===== src/rtl/flagirq_pkg.sv =====
package flagirq_pkg;
    typedef enum logic [2:0] {
        GRP_LOS  = 3'd0,
        GRP_TXF  = 3'd1,
        GRP_STAT = 3'd2,
        GRP_MOD  = 3'd3,
        GRP_PWR  = 3'd4
    } grp_e;

    localparam int MOD_FLAGS = 4;
    localparam int STAT_W    = 2;

    // module monitor bit positions
    localparam int MB_TEMP_HI = 0;
    localparam int MB_TEMP_LO = 1;
    localparam int MB_VOLT_HI = 2;
    localparam int MB_VOLT_LO = 3;
endpackage


===== src/rtl/fic_mon_cmp.sv =====
module fic_mon_cmp #(
    parameter int MW         = 16,
    parameter bit SIGNED_CMP = 1'b0
) (
    input  logic [MW-1:0] val_i,
    input  logic [MW-1:0] hi_lim_i,
    input  logic [MW-1:0] lo_lim_i,
    output logic          over_o,
    output logic          under_o
);
    generate
        if (SIGNED_CMP) begin : g_signed
            always_comb begin
                over_o  = $signed(val_i) > $signed(hi_lim_i);
                under_o = $signed(val_i) < $signed(lo_lim_i);
            end
        end else begin : g_unsigned
            always_comb begin
                over_o  = val_i > hi_lim_i;
                under_o = val_i < lo_lim_i;
            end
        end
    endgenerate
endmodule


===== src/rtl/fic_flag_bank.sv =====
module fic_flag_bank #(
    parameter int W = 4
) (
    input  logic         clk,
    input  logic         rst_n,
    input  logic         en_i,
    input  logic [W-1:0] set_i,
    input  logic         clr_i,
    output logic [W-1:0] flag_o
);
    typedef struct packed {
        logic [W-1:0] flag;
    } bank_t;

    bank_t s_d, s_q;

    always_comb begin
        s_d      = s_q;
        // set wins over clear in the same cycle
        s_d.flag = (s_q.flag & ~{W{clr_i}}) | (set_i & {W{en_i}});
    end

    always_ff @(posedge clk or negedge rst_n) begin
        if (!rst_n) s_q <= '0;
        else        s_q <= s_d;
    end

    assign flag_o = s_q.flag;

    assert_sticky_R1: assert property (@(posedge clk) disable iff (!rst_n)
        !clr_i |=> ((flag_o & $past(flag_o)) == $past(flag_o)));

    assert_set_survives_clear_R3: assert property (@(posedge clk) disable iff (!rst_n)
        (en_i && (set_i != '0)) |=> ((flag_o & $past(set_i)) == $past(set_i)));

    assert_no_latch_when_busy_R9: assert property (@(posedge clk) disable iff (!rst_n)
        !en_i |=> ((flag_o & ~$past(flag_o)) == '0));
endmodule


===== src/rtl/fic_init_seq.sv =====
module fic_init_seq #(
    parameter int INIT_CYCLES = 16
) (
    input  logic clk,
    input  logic rst_n,
    input  logic clr_i,
    output logic not_ready_o,
    output logic done_o
);
    localparam int CW = $clog2(INIT_CYCLES + 1);
    localparam logic [CW-1:0] LAST = CW'(INIT_CYCLES - 1);

    typedef struct packed {
        logic [CW-1:0] cnt;
        logic          busy;
        logic          done;
    } seq_t;

    seq_t s_d, s_q;

    always_comb begin
        s_d = s_q;
        if (s_q.busy) begin
            if (s_q.cnt == LAST) begin
                s_d.busy = 1'b0;
                s_d.done = 1'b1;
            end else begin
                s_d.cnt = s_q.cnt + 1'b1;
            end
        end else if (clr_i) begin
            s_d.done = 1'b0;
        end
    end

    always_ff @(posedge clk or negedge rst_n) begin
        if (!rst_n) begin
            s_q.cnt  <= '0;
            s_q.busy <= 1'b1;
            s_q.done <= 1'b0;
        end else begin
            s_q <= s_d;
        end
    end

    assign not_ready_o = s_q.busy;
    assign done_o      = s_q.done;

    assert_done_on_ready_R8: assert property (@(posedge clk) disable iff (!rst_n)
        $fell(not_ready_o) |-> done_o);

    assert_busy_never_returns_R8: assert property (@(posedge clk) disable iff (!rst_n)
        !not_ready_o |=> !not_ready_o);
endmodule


===== src/rtl/flag_int_ctrl.sv =====
module flag_int_ctrl
    import flagirq_pkg::*;
#(
    parameter int NCH         = 4,
    parameter int MW          = 16,
    parameter int INIT_CYCLES = 16
) (
    input  logic                clk,
    input  logic                rst_n,
    input  logic [NCH-1:0]      los_i,
    input  logic [NCH-1:0]      txf_i,
    input  logic [MW-1:0]       temp_val_i,
    input  logic [MW-1:0]       temp_hi_lim_i,
    input  logic [MW-1:0]       temp_lo_lim_i,
    input  logic [MW-1:0]       volt_val_i,
    input  logic [MW-1:0]       volt_hi_lim_i,
    input  logic [MW-1:0]       volt_lo_lim_i,
    input  logic [NCH*MW-1:0]   pwr_val_i,
    input  logic [MW-1:0]       pwr_hi_lim_i,
    input  logic [MW-1:0]       pwr_lo_lim_i,
    input  logic [NCH-1:0]      los_mask_i,
    input  logic [NCH-1:0]      txf_mask_i,
    input  logic [3:0]          mod_mask_i,
    input  logic [2*NCH-1:0]    pwr_mask_i,
    input  logic                rd_stb_i,
    input  logic [2:0]          rd_grp_i,
    output logic [1:0]          stat_o,
    output logic [NCH-1:0]      los_flag_o,
    output logic [NCH-1:0]      txf_flag_o,
    output logic [3:0]          mod_flag_o,
    output logic [2*NCH-1:0]    pwr_flag_o,
    output logic                int_n_o
);
    localparam int PW = 2 * NCH;

    logic                 not_ready, done;
    logic                 latch_en;
    logic                 clr_los, clr_txf, clr_stat, clr_mod, clr_pwr;
    logic [MOD_FLAGS-1:0] mod_cond;
    logic [PW-1:0]        pwr_cond;
    grp_e                 grp;

    assign latch_en = !not_ready;
    assign grp      = grp_e'(rd_grp_i);

    always_comb begin
        clr_los  = 1'b0;
        clr_txf  = 1'b0;
        clr_stat = 1'b0;
        clr_mod  = 1'b0;
        clr_pwr  = 1'b0;
        if (rd_stb_i) begin
            case (grp)
                GRP_LOS:  clr_los  = 1'b1;
                GRP_TXF:  clr_txf  = 1'b1;
                GRP_STAT: clr_stat = 1'b1;
                GRP_MOD:  clr_mod  = 1'b1;
                GRP_PWR:  clr_pwr  = 1'b1;
                default:  ;
            endcase
        end
    end

    fic_mon_cmp #(.MW(MW), .SIGNED_CMP(1'b1)) u_temp_cmp (
        .val_i   (temp_val_i),
        .hi_lim_i(temp_hi_lim_i),
        .lo_lim_i(temp_lo_lim_i),
        .over_o  (mod_cond[MB_TEMP_HI]),
        .under_o (mod_cond[MB_TEMP_LO])
    );

    fic_mon_cmp #(.MW(MW), .SIGNED_CMP(1'b0)) u_volt_cmp (
        .val_i   (volt_val_i),
        .hi_lim_i(volt_hi_lim_i),
        .lo_lim_i(volt_lo_lim_i),
        .over_o  (mod_cond[MB_VOLT_HI]),
        .under_o (mod_cond[MB_VOLT_LO])
    );

    generate
        for (genvar c = 0; c < NCH; c++) begin : g_pwr
            fic_mon_cmp #(.MW(MW), .SIGNED_CMP(1'b0)) u_pwr_cmp (
                .val_i   (pwr_val_i[c*MW +: MW]),
                .hi_lim_i(pwr_hi_lim_i),
                .lo_lim_i(pwr_lo_lim_i),
                .over_o  (pwr_cond[2*c]),
                .under_o (pwr_cond[2*c+1])
            );
        end
    endgenerate

    fic_flag_bank #(.W(NCH)) u_los_bank (
        .clk(clk), .rst_n(rst_n), .en_i(latch_en),
        .set_i(los_i), .clr_i(clr_los), .flag_o(los_flag_o)
    );

    fic_flag_bank #(.W(NCH)) u_txf_bank (
        .clk(clk), .rst_n(rst_n), .en_i(latch_en),
        .set_i(txf_i), .clr_i(clr_txf), .flag_o(txf_flag_o)
    );

    fic_flag_bank #(.W(MOD_FLAGS)) u_mod_bank (
        .clk(clk), .rst_n(rst_n), .en_i(latch_en),
        .set_i(mod_cond), .clr_i(clr_mod), .flag_o(mod_flag_o)
    );

    fic_flag_bank #(.W(PW)) u_pwr_bank (
        .clk(clk), .rst_n(rst_n), .en_i(latch_en),
        .set_i(pwr_cond), .clr_i(clr_pwr), .flag_o(pwr_flag_o)
    );

    fic_init_seq #(.INIT_CYCLES(INIT_CYCLES)) u_init (
        .clk(clk), .rst_n(rst_n), .clr_i(clr_stat),
        .not_ready_o(not_ready), .done_o(done)
    );

    assign stat_o = {done, not_ready};

    always_comb begin
        int_n_o = !( (|(los_flag_o & ~los_mask_i))
                   | (|(txf_flag_o & ~txf_mask_i))
                   | (|(mod_flag_o & ~mod_mask_i))
                   | (|(pwr_flag_o & ~pwr_mask_i))
                   | done );
    end

    assert_los_reaches_int_R5: assert property (@(posedge clk) disable iff (!rst_n)
        (!stat_o[0] && (|(los_i & ~los_mask_i)))
        |=> (!int_n_o || (los_mask_i != $past(los_mask_i))));

    assert_txf_reaches_int_R5: assert property (@(posedge clk) disable iff (!rst_n)
        (!stat_o[0] && (|(txf_i & ~txf_mask_i)))
        |=> (!int_n_o || (txf_mask_i != $past(txf_mask_i))));

    assert_ready_pulls_int_R8: assert property (@(posedge clk) disable iff (!rst_n)
        $fell(stat_o[0]) |-> !int_n_o);
endmodule


===== config.mk =====
export PLATFORM = sky130hd
export DESIGN_NAME = flag_int_ctrl
export DESIGN_NICKNAME = d
export VERILOG_FILES = /design/src/rtl/flagirq_pkg.sv /design/src/rtl/fic_mon_cmp.sv /design/src/rtl/fic_flag_bank.sv /design/src/rtl/fic_init_seq.sv /design/src/rtl/flag_int_ctrl.sv
export SDC_FILE = /design/constraint.sdc
export NUM_CORES = 1
export LEC_CHECK = 0
export ABC_AREA = 1
export BUFFER_PORTS_ARGS = -buffer_cell sky130_fd_sc_hd__buf_2
export CORE_MARGIN = 2
export CORE_UTILIZATION = 50
export CTS_BUF_LIST = sky130_fd_sc_hd__clkbuf_2 sky130_fd_sc_hd__clkbuf_4 sky130_fd_sc_hd__clkbuf_8
export DETAILED_ROUTE_END_ITERATION = 12
export PLACE_DENSITY_LB_ADDON = 0.1
export SETUP_SLACK_MARGIN = 0.1
export SLEW_MARGIN = 20
export SYNTH_ARGS = -nofsm -noshare
export SYNTH_HDL_FRONTEND = slang
export SYNTH_SLANG_ARGS = --single-unit

===== constraint.sdc =====
create_clock -name clk -period 2.28 [get_ports clk]
set_clock_uncertainty 0.2 [all_clocks]
set_input_delay 0 -clock clk [delete_from_list [all_inputs] [get_ports clk]]
set_output_delay 0 -clock clk [all_outputs]
set_load 0.01 [all_outputs]

* Word-level counts from Yosys, hierarchy flattened *
Cells that the tools add are included.

operators by class
  add/subtract/negate cells = 1
  magnitude comparators = 12
  equality and inequality tests = 6
  mux-type cells = 14
  bitwise gates (word level) = 29
  reductions and logical operators = 10

operators with widths
  cell                 count
  $gt 16x16->1         6
  $lt 16x16->1         6
  $and 4x4->4          9
  $and 8x8->8          3
  $not 4->4            6
  $not 8->8            2
  $mux 1               13
  $or 4x4->4           3
  $reduce_or 4->1      3
  $or 8x8->8           1
  $reduce_or 8->1      1
  $eq 3x2->1 const B   2
  $add 5x1->5 const B  1
  $eq 5x4->1 const B   1
  $or 1x1->1           4
  $reduce_and 2->1     2
  $eq 3x1->1 const B   1
  $eq 3x3->1 const B   1
  $logic_not 3->1      1
  $logic_not 1->1      2
  $mux 2               1
  $ne 2x2->1 const B   1
  $reduce_bool 2->1    1
  $not 1->1            1

word-level totals
  flip-flop bits (word level) = 27
  input port bits = 226

* Logic depth before layout (Yosys ltp) *
  word-level depth = 8
  depth in mapped cells = 13
  mapped depth without buffers = 13

* Cells and area by module *
A second synthesis with hierarchy kept.

second synthesis, totals
  cells, all modules = 1018
  area total of the unflattened synthesis = 6409.9 um^2

modules (own cells, without submodules)
  module                                times used  cells each  area an instance (um^2)  sequential area each (um^2)
  fic_mon_cmp (g_pwr[0].u_pwr_cmp ...)  4           137         835.8                    0.0
  fic_mon_cmp (u_temp_cmp)              1           142         857.1                    0.0
  fic_mon_cmp (g_pwr[2].u_pwr_cmp)      1           137         829.5                    0.0
  fic_flag_bank (u_los_bank ...)        3           17          148.9                    100.1
  fic_init_seq                          1           36          340.3                    176.4
  fic_flag_bank (u_pwr_bank)            1           34          305.3                    200.2
  flag_int_ctrl                         1           70          287.8                    0.0

* Least setup slack after synthesis *
OpenSTA, ideal clock, no wires.

  path type = reg2reg
  from = register u_init.s_q[2] in the netlist's numbering
  to = register u_init.s_q[5] in the netlist's numbering
  setup time = 123 ps
  arrival time = 1284 ps
  required time = 1957 ps
  slack = 674 ps
  stages on the path, launching flop included = 8
  buffers on the path = 0
  clock period less this slack = 1606 ps
  cell sequence = dfrtp_1 -> ha_1 -> nand2_1 -> nor2_1 -> ha_1 -> nor2_4 -> nand4_1 -> xnor2_1

on the way
  cells in the longest elaborated chain, start to end = 3
  elaborated cells between the ends (all ways) = 4

ends and longest elaborated chain
  item                                                 RTL line            RTL
  start: declaration                                   fic_init_seq.sv:19  seq_t s_d, s_q;
  branches (longest 3 deep; another with $add 5x1->5)  n/a

Parallel ways; which one is timed is not known.
A chain may end at the register's enable or synchronous reset.

* Worst setup path in the final report *
  from = register u_init.s_q[2] in the netlist's numbering
  to = register, netlist name u_init.done_o

on the way
  cells in the longest elaborated chain, start to end = 3

ends and longest elaborated chain
  item                        RTL line            RTL
  $eq 5x4->1                  fic_init_seq.sv:24  if (s_q.cnt == LAST) begin
  $ne 2x2->1 (no line)        n/a
  $reduce_and 2->1 (no line)  n/a

No other way between the ends.

==> run_results.csv <==
group,metric,value,unit
outcome,status,"finished with violations",
outcome,violations,"hold timing",
yosys,syn_avg_cell_area,6.99,sq um
sta,rsz0062_at_grt,"no",
global_routing,grt_pass1_vias,6005,
worst_hold_path,min_path_cells,5,
clock_network,cts_buffer_depth,2,
clock_network,numCtsBuffers,3,
floorplan,die_width,110,um
sta,worst_slack,0.187,ns
yosys,syn_nets,1225,
floorplan,die_area,0.0122,sq mm
pwr,power_density,252,mW/mm^2
sta,fmax,478,MHz
yosys,ys_seq_elements,27,
global_routing,grt.overflow.total,0,
global_routing,grtUsageTotal,25.2,%
drt,drcViolationCount,0,
sta,setup_viol,0,
critical_path,critPathMostFrequentCell,"ha_1",
critical_path,cp_slowest_stage_delay,0.59,ns
yosys,netlist_area,0.00567,sq mm
pwr,seqPwrFrac,27.5,%
floorplan,rows,38,
drt,firstDrtPassIters,4,
critical_path,endpoint_kind,"flop",
run,cap_violations,0,
yosys,synth.distinct_cells,34,
yosys,synth_top_area_cell,"ha_1",
cells_and_area,fin_nets,1498,
critical_path,crit_arrival,2.05,ns
drt,wire_per_inst,12.7,um
critical_path,crit_type,"reg -> reg",
sta,relSlewSlack,60.3,%
drt,drt-total-wl,15.6,mm
yosys,yosysSeqAreaShare,11.9,%
critical_path,cp_max_fo,3,
cells_and_area,syn_to_final_growth,29.6,%
clock_network,ctsHtreeMaxLevel,1,
drt,antenna_left,0,
sta,finalHoldViolCount,1,
critical_path,start_kind,"flop",
cells_and_area,diodes,0,
critical_path,cpMaxStageDelayCell,"dlygate4sd3_1",
clock_network,clk_latency,0.27,ns
drt,routed_via_density,4.97,
clock_network,cts_tree,"yes",
critical_path,cp_cell_sequence,"ha_1, nand2_1, nor2_1, ha_1, a21oi_1, a41oi_1, dlygate4sd3_1",
drt,drt_iter0_markers,230,
cells_and_area,drive_above_1_share,24.2,%
floorplan,initial_core_util,51.8,%
placed_design,port_buffers,248,
critical_path,crit_required,2.24,ns
placed_design,gp_congestion,0.898,
global_routing,antenna_found_initial,0,
clock_network,path_clk_slew,0.09,ns
yosys,yosysWarningCount,0,
global_routing,grt_pass1_wl,26.0,mm
drt,vias,6074,
sta,slew_viol_final,0,
yosys,synth_top_area_share,41.5,%
yosys,synthTopCellsByArea,"ha_1 41%, dfrtp_1 11%, inv_1 11%",
pwr,power.leakage,4.60,nW
floorplan,core,0.0109,sq mm
placed_design,post-place-ws,0.580,ns
pwr,power_frac_comb,57.9,%
pwr,p_switching,0.000741,W
sta,tightestPinTransition,0.596,ns
sta,period_minus_slack,2.09,ns
yosys,netlist_instances,811,
floorplan,io_pins,249,
pwr,intPower,0.00111,W
worst_hold_path,hold_class,"in -> reg",
floorplan,die_y,110,um
critical_path,worstRegToRegCells,7,
placed_design,dpl.hpwl,13.9,mm
sta,fin_setup_tns,0,ns
pwr,switching_share,40.0,%
global_routing,grt_max_degree,28,
sta,hold_ws,-0.000761,ns
pwr,peakVddDrop,282,uV
clock_network,root_buffer,"clkbuf_8",
pwr,clkPwrFrac,14.6,%
cells_and_area,fin_util,67.2,%
clock_network,clock_sinks,27,
sta,period_share,91.8,%
## cell families (layout without fill, tap and decap cells)
family	Yosys count	count (layout)	synth area share (%)
AO/OA/AOI/OAI	171	171	15.8
flip-flops	27	27	11.9
adder cells (fa/ha/maj)	188	188	41.5
XOR/XNOR	3	3	0.464
buffers and inverters	174	446	11.7
AND/OR/NAND/NOR	248	248	18.6
## through the flow
step           total power [W]  cells  cell area (sq um)
6_report               0.00185   1223               7340
5_1_grt                0.00207   1223               7340
4_1_cts                0.00187   1223               7340
3_5_place_dp           0.00157   1196               7070
3_3_place_gp           0.00155   1196               7070
2_1_floorplan          0.00114    811               5670
## synth_stat cells, drive strengths merged
library cell,instances
a211oi,1
a21o,1
a21oi,95
a221oi,1
a31oi,3
a41oi,1
and2,1
buf,3
dfrtp,26
dfstp,1
ha,188
inv,171
nand2,145
nand3,30
nand4,15
nor2,44
nor3,8
nor4,4
o2111ai,1
o21ai,62
o21bai,1
o221ai,1
o22ai,4
or2,1
xnor2,1
xor2,2
## worst paths after layout
check                            startpoint  slack, ns              endpoint
max in group asynchronous             rst_n       1.43         u_init.s_q[5]
min in group asynchronous             rst_n       0.06  u_txf_bank.flag_o[2]
setup / recovery              u_init.s_q[2]       0.19         u_init.done_o
setup reg to reg              u_init.s_q[2]       0.19         u_init.done_o
hold reg to reg               u_init.s_q[5]       0.29         u_init.s_q[5]
hold / removal             temp_hi_lim_i[0]    -0.0008  u_mod_bank.flag_o[0]
## area by class of cell
cell class | count | area, sq um
Tap cell | 140 | 175
Clock inverter | 1 | 7.51
Clock buffer | 3 | 41.3
Fill cell | 1017 | 3590
Inverter | 171 | 642
Sequential cell | 27 | 677
Timing Repair Buffer | 271 | 1470
Multi-Input combinational cell | 610 | 4330
## registers in the layout, summed over array words and instances, names as in the netlist
name and flops:
u_txf_bank.flag_o 4, u_pwr_bank.flag_o 8, u_init.not_ready_o 1, u_los_bank.flag_o 4, u_init.s_q 5, u_init.done_o 1
u_mod_bank.flag_o 4
## layer usage
metal	GRT usage [%]	part of all wire, %
met3	2.80	4.5
met4	4.42	1.2
met5	0	0
met1	30.6	44
met2	47.9	50
## cells in the final DEF (no fill, tap or decap), drive strengths merged, types with 2 or more instances in the layout
cell and n:
a21oi 95, a31oi 3, buf 248, clkbuf 3, dfrtp 26, dlygate4sd3 23
ha 188, inv 171, nand2 145, nand3 30, nand4 15, nor2 44
nor3 8, nor4 4, o21ai 62, o22ai 4, xor2 2
## worst max-delay path, delay by kind of cell (launching register included)
| family | cells | cell delay [ns] |
|---|---|---|
| DFF | 1 | 0.42 |
| AOI/OAI and AO/OA | 2 | 0.24 |
| adders and majority gates | 2 | 0.44 |
| buffers and inverters | 1 | 0.59 |
| and+or+nand+nor | 2 | 0.10 |
## what timing repair did
action                                 4_1_cts  5_1_grt
setup buffers                                0        0
endpoints found under the hold margin       40        0
gates resized for setup                      0        0
setup endpoints to repair                    0        0
hold buffers                                23        0
## power groups by stage
stage	clock [W]	combinational (W)	sequential (W)
2_1_floorplan	0	0.000617	0.000524
3_3_place_gp	0	0.00103	0.000521
3_5_place_dp	0	0.00105	0.000520
4_1_cts	0.000280	0.00108	0.000511
5_1_grt	0.000299	0.00126	0.000513
6_report	0.000270	0.00107	0.000511
Power figures use the tool's default switching activity.
